File: src/rtl/sdram_init_pkg.sv
package sdram_init_pkg;

    typedef enum logic [2:0] {
        ST_STABLE,
        ST_PALL,
        ST_WAIT_RP,
        ST_REF,
        ST_WAIT_RC,
        ST_MRS,
        ST_WAIT_MRD,
        ST_DONE
    } init_state_e;

    // {cs_n, ras_n, cas_n, we_n}
    typedef enum logic [3:0] {
        CMD_MRS  = 4'b0000,
        CMD_REF  = 4'b0001,
        CMD_PALL = 4'b0010,
        CMD_NOP  = 4'b0111
    } sdram_cmd_e;

    // Bit position of the all-banks flag on precharge
    localparam int ALLBANK_BIT = 10;

    // Mode bits that pass through: burst length/type, latency, write burst mode
    function automatic bit mode_bit_kept(input int idx);
        return (idx <= 6) || (idx == 9);
    endfunction

endpackage

File: src/rtl/sdram_init_timer.sv
module sdram_init_timer #(
    parameter int W       = 16,
    parameter int RST_VAL = 1
) (
    input  logic         clk,
    input  logic         rst_n,
    input  logic         ld,
    input  logic [W-1:0] ld_val,
    input  logic         en,
    output logic         expired
);

    logic [W-1:0] cnt_q;

    always_ff @(posedge clk or negedge rst_n) begin
        if (!rst_n) begin
            cnt_q <= W'(RST_VAL);
        end else if (ld) begin
            cnt_q <= ld_val;
        end else if (en) begin
            cnt_q <= cnt_q - W'(1);
        end
    end

    assign expired = en && (cnt_q == W'(1));

    // A counting phase never starts from an empty count
    AST_TMR_NO_WRAP: assert property (@(posedge clk) disable iff (!rst_n)
        en |-> (cnt_q != '0));

endmodule

File: src/rtl/sdram_init_refcnt.sv
module sdram_init_refcnt #(
    parameter int W     = 2,
    parameter int COUNT = 2
) (
    input  logic clk,
    input  logic rst_n,
    input  logic ld,
    input  logic dec,
    output logic none_left
);

    logic [W-1:0] left_q;

    always_ff @(posedge clk or negedge rst_n) begin
        if (!rst_n) begin
            left_q <= '0;
        end else if (ld) begin
            left_q <= W'(COUNT);
        end else if (dec) begin
            left_q <= left_q - W'(1);
        end
    end

    assign none_left = (left_q == '0);

    AST_REF_NO_UNDERFLOW: assert property (@(posedge clk) disable iff (!rst_n)
        dec |-> (left_q != '0));

    AST_REF_LD_DEC_EXCL: assert property (@(posedge clk) disable iff (!rst_n)
        !(ld && dec));

endmodule

File: src/rtl/sdram_init_cmdenc.sv
module sdram_init_cmdenc
    import sdram_init_pkg::*;
#(
    parameter int ADDR_W = 11,
    parameter int BA_W   = 2
) (
    input  init_state_e       state,
    input  logic [ADDR_W-1:0] mode_cfg,
    output logic              cs_n,
    output logic              ras_n,
    output logic              cas_n,
    output logic              we_n,
    output logic [ADDR_W-1:0] addr,
    output logic [BA_W-1:0]   ba
);

    logic [ADDR_W-1:0] keep_mask;
    logic [ADDR_W-1:0] allbank_addr;
    sdram_cmd_e        cmd;

    for (genvar i = 0; i < ADDR_W; i++) begin : g_mask
        assign keep_mask[i]    = mode_bit_kept(i) ? 1'b1 : 1'b0;
        assign allbank_addr[i] = (i == ALLBANK_BIT) ? 1'b1 : 1'b0;
    end

    always_comb begin
        cmd  = CMD_NOP;
        addr = '0;
        ba   = '0;
        unique case (state)
            ST_PALL: begin
                cmd  = CMD_PALL;
                addr = allbank_addr;
            end
            ST_REF: begin
                cmd = CMD_REF;
            end
            ST_MRS: begin
                cmd  = CMD_MRS;
                addr = mode_cfg & keep_mask;
            end
            ST_STABLE, ST_WAIT_RP, ST_WAIT_RC, ST_WAIT_MRD, ST_DONE: begin
                cmd = CMD_NOP;
            end
            default: begin
                cmd = CMD_NOP;
            end
        endcase
    end

    assign {cs_n, ras_n, cas_n, we_n} = cmd;

endmodule

File: src/rtl/sdram_init_seq.sv
module sdram_init_seq
    import sdram_init_pkg::*;
#(
    parameter int ADDR_W    = 11,
    parameter int BA_W      = 2,
    parameter int CLK_MHZ   = 125,
    parameter int WAIT_US   = 200,
    parameter int T_RP      = 3,
    parameter int T_RC      = 9,
    parameter int T_MRD     = 2,
    parameter int N_REFRESH = 2,
    parameter bit MRS_FIRST = 1'b0
) (
    input  logic              clk,
    input  logic              rst_n,
    input  logic [ADDR_W-1:0] mode_cfg,
    output logic              cke,
    output logic              cs_n,
    output logic              ras_n,
    output logic              cas_n,
    output logic              we_n,
    output logic [ADDR_W-1:0] addr,
    output logic [BA_W-1:0]   ba,
    output logic              init_done
);

    localparam int WAIT_CYC = (CLK_MHZ * WAIT_US < 1) ? 1 : CLK_MHZ * WAIT_US;
    localparam int RP_EFF   = (T_RP  < 2) ? 2 : T_RP;
    localparam int RC_EFF   = (T_RC  < 2) ? 2 : T_RC;
    localparam int MRD_EFF  = (T_MRD < 2) ? 2 : T_MRD;
    localparam int N_EFF    = (N_REFRESH < 2) ? 2 : N_REFRESH;
    localparam int GAP_MAX  = (RC_EFF > RP_EFF) ?
                              ((RC_EFF > MRD_EFF) ? RC_EFF : MRD_EFF) :
                              ((RP_EFF > MRD_EFF) ? RP_EFF : MRD_EFF);
    localparam int CNT_MAX  = (WAIT_CYC > GAP_MAX) ? WAIT_CYC : GAP_MAX;
    localparam int TW       = $clog2(CNT_MAX + 1);
    localparam int RW       = $clog2(N_EFF + 1);

    init_state_e   state_q, state_d;
    logic          tmr_ld, tmr_en, tmr_exp;
    logic [TW-1:0] tmr_val;
    logic          ref_ld, ref_dec, ref_none;

    // State register
    always_ff @(posedge clk or negedge rst_n) begin
        if (!rst_n) begin
            state_q <= ST_STABLE;
        end else begin
            state_q <= state_d;
        end
    end

    // Next-state logic
    always_comb begin
        state_d = state_q;
        unique case (state_q)
            ST_STABLE:   if (tmr_exp) state_d = ST_PALL;
            ST_PALL:     state_d = ST_WAIT_RP;
            ST_WAIT_RP:  if (tmr_exp) state_d = MRS_FIRST ? ST_MRS : ST_REF;
            ST_REF:      state_d = ST_WAIT_RC;
            ST_WAIT_RC: begin
                if (tmr_exp) begin
                    if (!ref_none)     state_d = ST_REF;
                    else if (MRS_FIRST) state_d = ST_DONE;
                    else               state_d = ST_MRS;
                end
            end
            ST_MRS:      state_d = ST_WAIT_MRD;
            ST_WAIT_MRD: if (tmr_exp) state_d = MRS_FIRST ? ST_REF : ST_DONE;
            ST_DONE:     state_d = ST_DONE;
            default:     state_d = ST_STABLE;
        endcase
    end

    // Control outputs per state
    always_comb begin
        tmr_ld    = 1'b0;
        tmr_en    = 1'b0;
        tmr_val   = '0;
        ref_ld    = 1'b0;
        ref_dec   = 1'b0;
        init_done = 1'b0;
        unique case (state_q)
            ST_STABLE, ST_WAIT_RP, ST_WAIT_RC, ST_WAIT_MRD: tmr_en = 1'b1;
            ST_PALL: begin
                tmr_ld  = 1'b1;
                tmr_val = TW'(RP_EFF - 1);
                ref_ld  = 1'b1;
            end
            ST_REF: begin
                tmr_ld  = 1'b1;
                tmr_val = TW'(RC_EFF - 1);
                ref_dec = 1'b1;
            end
            ST_MRS: begin
                tmr_ld  = 1'b1;
                tmr_val = TW'(MRD_EFF - 1);
            end
            ST_DONE: init_done = 1'b1;
            default: begin
                tmr_en = 1'b0;
            end
        endcase
    end

    assign cke = 1'b1;

    sdram_init_timer #(
        .W       (TW),
        .RST_VAL (WAIT_CYC)
    ) u_timer (
        .clk     (clk),
        .rst_n   (rst_n),
        .ld      (tmr_ld),
        .ld_val  (tmr_val),
        .en      (tmr_en),
        .expired (tmr_exp)
    );

    sdram_init_refcnt #(
        .W     (RW),
        .COUNT (N_EFF)
    ) u_refcnt (
        .clk       (clk),
        .rst_n     (rst_n),
        .ld        (ref_ld),
        .dec       (ref_dec),
        .none_left (ref_none)
    );

    sdram_init_cmdenc #(
        .ADDR_W (ADDR_W),
        .BA_W   (BA_W)
    ) u_cmdenc (
        .state    (state_q),
        .mode_cfg (mode_cfg),
        .cs_n     (cs_n),
        .ras_n    (ras_n),
        .cas_n    (cas_n),
        .we_n     (we_n),
        .addr     (addr),
        .ba       (ba)
    );

    // Observation of the command bus for the properties below
    logic [3:0]    bus;
    logic          cmd_seen_q;
    logic [RW-1:0] ref_tally_q;
    logic [ADDR_W-1:0] rsv_bits;

    assign bus = {cs_n, ras_n, cas_n, we_n};

    for (genvar j = 0; j < ADDR_W; j++) begin : g_rsv
        assign rsv_bits[j] = mode_bit_kept(j) ? 1'b0 : addr[j];
    end

    always_ff @(posedge clk or negedge rst_n) begin
        if (!rst_n) begin
            cmd_seen_q  <= 1'b0;
            ref_tally_q <= '0;
        end else begin
            if (bus != CMD_NOP) cmd_seen_q <= 1'b1;
            if (bus == CMD_REF) ref_tally_q <= ref_tally_q + RW'(1);
        end
    end

    AST_CMD_SPACED: assert property (@(posedge clk) disable iff (!rst_n)
        (bus != CMD_NOP) |=> (bus == CMD_NOP));

    AST_FIRST_IS_PALL: assert property (@(posedge clk) disable iff (!rst_n)
        ((bus != CMD_NOP) && !cmd_seen_q) |-> (bus == CMD_PALL));

    AST_MRS_RSV_ZERO: assert property (@(posedge clk) disable iff (!rst_n)
        (bus == CMD_MRS) |-> ((rsv_bits == '0) && (ba == '0)));

    AST_REF_TALLY: assert property (@(posedge clk) disable iff (!rst_n)
        $rose(init_done) |-> (ref_tally_q == RW'(N_EFF)));

    AST_DONE_STICKY: assert property (@(posedge clk) disable iff (!rst_n)
        init_done |=> init_done);

    AST_QUIET_AFTER_DONE: assert property (@(posedge clk) disable iff (!rst_n)
        init_done |-> (bus == CMD_NOP));

endmodule

File: config.mk
export PLATFORM = sky130hd
export DESIGN_NAME = sdram_init_seq
export DESIGN_NICKNAME = d
export VERILOG_FILES = /design/src/rtl/sdram_init_pkg.sv /design/src/rtl/sdram_init_timer.sv /design/src/rtl/sdram_init_refcnt.sv /design/src/rtl/sdram_init_cmdenc.sv /design/src/rtl/sdram_init_seq.sv
export SDC_FILE = /design/constraint.sdc
export NUM_CORES = 1
export LEC_CHECK = 0
export CAP_MARGIN = 20
export CORE_ASPECT_RATIO = 0.7
export CORE_MARGIN = 3
export CORE_UTILIZATION = 50
export DETAILED_ROUTE_END_ITERATION = 16
export DONT_BUFFER_PORTS = 1
export PLACE_DENSITY_LB_ADDON = 0.25
export SLEW_MARGIN = 0
export SYNTH_ARGS = -nofsm -noshare
export SYNTH_HDL_FRONTEND = slang
export SYNTH_SLANG_ARGS = --single-unit
File: constraint.sdc
create_clock -name clk -period 4.4 [get_ports clk]
set_input_delay 0.22 -clock clk [delete_from_list [all_inputs] [get_ports clk]]
set_output_delay 0.22 -clock clk [all_outputs]
set_load 0.1 [all_outputs]
======== Yosys cells after proc, flatten, opt, wreduce, memory -nomap -nowiden ========
Cells that the tools add are included.
storage, ports and cells
  bits in registers ....................... 20
  bits in latches ......................... 0
  RAM bits ................................ 0
  ROM bits ................................ 0
  input port bits ......................... 13
  output and inout bits ................... 19
  logic and storage cells ................. 44
  memories ................................ 0
cells by class
  add/sub/neg operators ................... 2
  multiply operators ...................... 0
  div/mod/pow operators ................... 0
  order comparisons ....................... 0
  eq/ne operators ......................... 12
  shift-type cells ........................ 0
  muxes and demuxes ....................... 18
  bitwise operators ....................... 0
  reductions and logical operators ........ 9
operators with widths
  kind                                                   number
  2-to-1 mux 15 bit                                      2
  case mux 3 bit (8 select lines)                        1
  case mux 11 bit (2 select lines)                       1
  case mux 4 bit (4 select lines)                        1
  equality test 15 x 1 -> 1 bit (second input constant)  1
  2-to-1 mux 3 bit                                       5
  subtractor 15 x 1 -> 15 bit (second input constant)    1
  equality test 3 bit (second input constant)            4
  case mux 4 bit (3 select lines)                        1
  != test 2 bit (second input constant)                  4
  equality test 3 x 2 -> 1 bit (second input constant)   2
  2-to-1 mux 1 bit                                       5
  OR reduction 5 bit                                     1
  2-to-1 mux 2 bit                                       2
  AND reduction 4 bit                                    1
  nonzero test 2 bit                                     2
  OR reduction 4 bit                                     1
  equality test 3 x 1 -> 1 bit (second input constant)   1
  logical NOT 3 bit                                      1
  OR reduction 3 bit                                     1
  logical NOT 2 bit                                      1
  subtractor 2 x 1 -> 2 bit (second input constant)      1
  logical AND 1 bit                                      1

======== Logic depth before layout (Yosys ltp) ========
  depth in word-level cells ............... 6
  gate-level depth with buffers ........... 6
  depth with buffers taken out ............ 6

======== By module ========
A second synthesis with hierarchy kept.
second synthesis, totals
  cells, all modules ...................... 146
  area total of the unflattened synthesis .. 1337.5 µm²
by module, submodules not included
  module             instances  cells an instance  area each (µm²)  sequential area each (µm²)
  sdram_init_timer   1          93                 908.4            382.9
  sdram_init_seq     1          22                 195.2            75.1
  sdram_init_cmdenc  1          21                 133.9            0.0
  sdram_init_refcnt  1          10                 100.1            50.0

======== Worst setup path after synthesis ========
Ideal clock, no wire load.
  kind .................................... register to output
  start point ............................. register state_q[1]
  end point ............................... output addr[0]
  data arrival time ....................... 2.285 ns
  data required time ...................... 4.180 ns
  setup slack ............................. 1.895 ns
  cell stages (with the launch flop) ...... 4
  path buffers ............................ 0
  path through ............................ dfrtp_1 -> nand2b_1 -> nor2_1 -> and2_1
on the way
  cells in the longest elaborated chain, start to end .. 2
  elaborated cells on any way between the ends .. 3
  classes of those cells .................. 2 x eq/ne; 1 x mux
RTL lines
  what                                                                 line                     source
  from (decl)                                                          sdram_init_seq.sv:39     init_state_e state_q, state_d;
  from (signal assigned)                                               sdram_init_seq.sv:49     state_q <= state_d;
  equality test 3 bit or equality test 3 x 1 -> 1 bit (tied branches)  sdram_init_cmdenc.sv:30  unique case (state)
  case mux 11 bit (2 select lines) *                                   sdram_init_cmdenc.sv:30
  to (decl)                                                            sdram_init_seq.sv:22     output logic [ADDR_W-1:0] addr,
Mark *: on every way between the ends. The rest lies on a longest branch, timed or not.

======== Worst setup path after layout ========
  start point ............................. register state_q[0]
  end point ............................... output addr[5]
The elaborated chain is that of the path after synthesis.

==> out/qor.txt <==
outcome - complete, no violations
vias in the first global route - 785
hold crit path type - primary input to asynchronous set/reset pin
Clock Path Buffers - 2
global-route wire length before repair - 3780 um
I/O Pins - 32
sequential-to-total area share from yosys stat - 41.5%
CP Max Fanout - 25
R2R setup slack - 2.14 ns
Reg clk slew, reported paths - 0.12 ns
Reg2Reg Depth - 6
Metal-1 WL - 1150 um
total grt overflow - 0
Seq cells post-synth - 20
initial antenna violation count - 0
GRT Overall Usage - 16.2%
Post-synth top cells - 19 x nand2_1, 14 x dfrtp_1, 14 x o21ai_0, 9 x and2_1
via count - 908
later-pin clock latency in the skew report - 0.30 ns
pwr dens - 245 nW/um^2
delay-heaviest family, CP - simple AND/OR/NAND/NOR gates
Post-synth EDFFs - 0
Max Used Layer - met4
TritonCTS clock tree - done
Final Setup Violations - 0
Met3 Wirelength - 99 um
relative slew slack - 29.4%
CTS Buf Count - 3
dpl ws - 1.88 ns
CP max stage delay - 0.86 ns
Area growth syn-to-layout - 6.13%
maximum VDD drop - 0.170 mV
worst-path cell chain - nand2b_1 > buf_4 > nor2_1 > and2_1
Avg Inst Size Synth - 8.88 sq um
setup_tns - 0 ns
cts hold-fix bufs - 1
leading area contributor after synthesis - dfrtp_1
Async SR Flop Fraction - 100%
Fmax - 0.347 GHz
Slowest-stage cell, CP - dfrtp_1
Worst-Margin Slew - 1.06 ns
distinct cell type count after synthesis - 36
initial core utilization - 54.6%
Worst EP arrival - 2.66 ns
reg2reg start - u_timer.cnt_q[0]
Slew Viols, Final - 0
Leak - 0.494 nW
final worst slack - 1.52 ns
Area contributors post-synth - dfrtp_1 29%, dfstp_2 13%, nand2_1 5.8%
count leader, synth - nand2_1
critical setup path kind - flip-flop to output port
WL/cell - 14.0 um
post-route antenna net violation count - 0
Synth top area share - 28.6%
die footprint - 3090 sq um
Tcrit/Tclk final - 65.6%
HPWL after detailed placement - 1710 um
Final Wtd Congestion - 0.747
die span in x - 65.2 um
layout cells sized above 1 - 13.0%
core area - 2240 sq um
Die Ht - 47.4 um
RR Endpoint - u_timer.cnt_q[14]
Buffers & Inverters on Critical Path - 1
Setup crit end kind - output port
final wirelength - 2370 um
Fin Clk Skew - 0.00889 ns
post-CTS setup buffer count - 0
number of nets in the layout - 155
unrepaired setup endpoints after global routing - no
ANT cells - 0
CP startpoint kind - flip-flop
met2 WL - 1120 um
vias per std cell - 5.34
Crit path required time - 4.18 ns
# clock sinks - 20
Resized cells post-CTS - 0
max_cap viols - 0
row cnt - 14
port bufs - 0
Post-Synthesis Cells - 138
drt first-iter violations - 35
most used flip-flop cell after synthesis - dfrtp_1
largest net degree at the start of global routing - 26
Final Hold Fails - 0
H-Tree Depth - 1
CTS root buf - clkbuf_4
Syn Std Cell Area - 1220 sq um
Tmin final - 2.88 ns
DRC viols - 0
synth warn - 0
DR pass1 iterations - 4
cells by family (layout without fill, tap and decap cells):
kind of cell               Yosys count  in the layout  synth area share [%]
AOI/OAI and AO/OA                   27             27                  13.3
other                                2              6                 0.613
muxes                                2              2                  1.74
xor gates and xnor gates            10             10                  7.15
buffers and inverters               18             14                  7.35
adders and majority gates            3              3                  3.06
and+or+nand+nor                     56             56                  25.3
DFF                                 20             20                  41.5
stage by stage:
stage          hold slack [ns]  utilization, %  power (mW)  std cells  area (sq um)
2_1_floorplan          -0.0756               -       0.214        142          1240
3_3_place_gp           -0.0750            54.7       0.210        164          1230
3_5_place_dp           -0.0750            54.7       0.210        164          1230
4_1_cts                  0.495            56.8       0.322        169          1270
5_1_grt                  0.526            58.0       0.332        170          1300
6_report                 0.472            58.0       0.319        170          1300
sequential cells by signal, indices dropped and copies added (netlist names):
name,count
u_refcnt.left_q,2
state_q,3
u_timer.cnt_q,15
metal layers:
metal	vias up	track usage, %
met5	-	0
met4	0	3.72
met3	2	4.93
met2	14	24.9
met1	437	22.9
li1	455	-
worst max-delay path by stage:
stage	start	end	slack [ns]	depth (start not counted)
after CTS	state_q[0]	addr[5]	1.52	4
after floorplan	state_q[1]	addr[0]	1.89	3
final	state_q[0]	addr[5]	1.52	4
after detailed placement	state_q[0]	addr[5]	1.88	4
after global placement	state_q[0]	addr[0]	1.98	4
after global routing	state_q[0]	addr[5]	1.31	4
worst register-to-register path: cells and delay by family (launching register included):
| family | cells | cell delay (ns) |
|---|---|---|
| simple gates | 3 | 1.24 |
| flops | 1 | 0.44 |
| compound gates | 1 | 0.20 |
| fa+ha+maj | 1 | 0.19 |
| buf+inv | 1 | 0.11 |
cell type report:
| type | count | area, sq um |
|---|---|---|
| inverters | 7 | 26.3 |
| flip-flops and latches | 20 | 508 |
| repair buffers | 3 | 45.0 |
| well taps | 32 | 40.0 |
| multi-input cells | 104 | 644 |
| fillers | 223 | 942 |
| clock buffers | 4 | 36.3 |
cell usage in the layout (no fill, tap or decap), types with 6 or more instances in the layout:
cell type  Yosys  final
dfrtp_1       14     14
conb_1         2      6
o21ai_0       14     14
dfstp_2        6      6
and2_1         9      9
nand2_1       19     19
xor2_1         6      6
inv_1          7      7
nor2_1         7      6
where the power goes:
group | leakage (nW) | switching [mW] | internal, mW
Sequential | 0.217 | 0 | 0.184
Clock | 0.0210 | 0.0579 | 0.0505
Combinational | 0.256 | 0.0256 | 0.000646
Total | 0.494 | 0.0836 | 0.235
No activity file was read; power rests on OpenSTA's default activity.
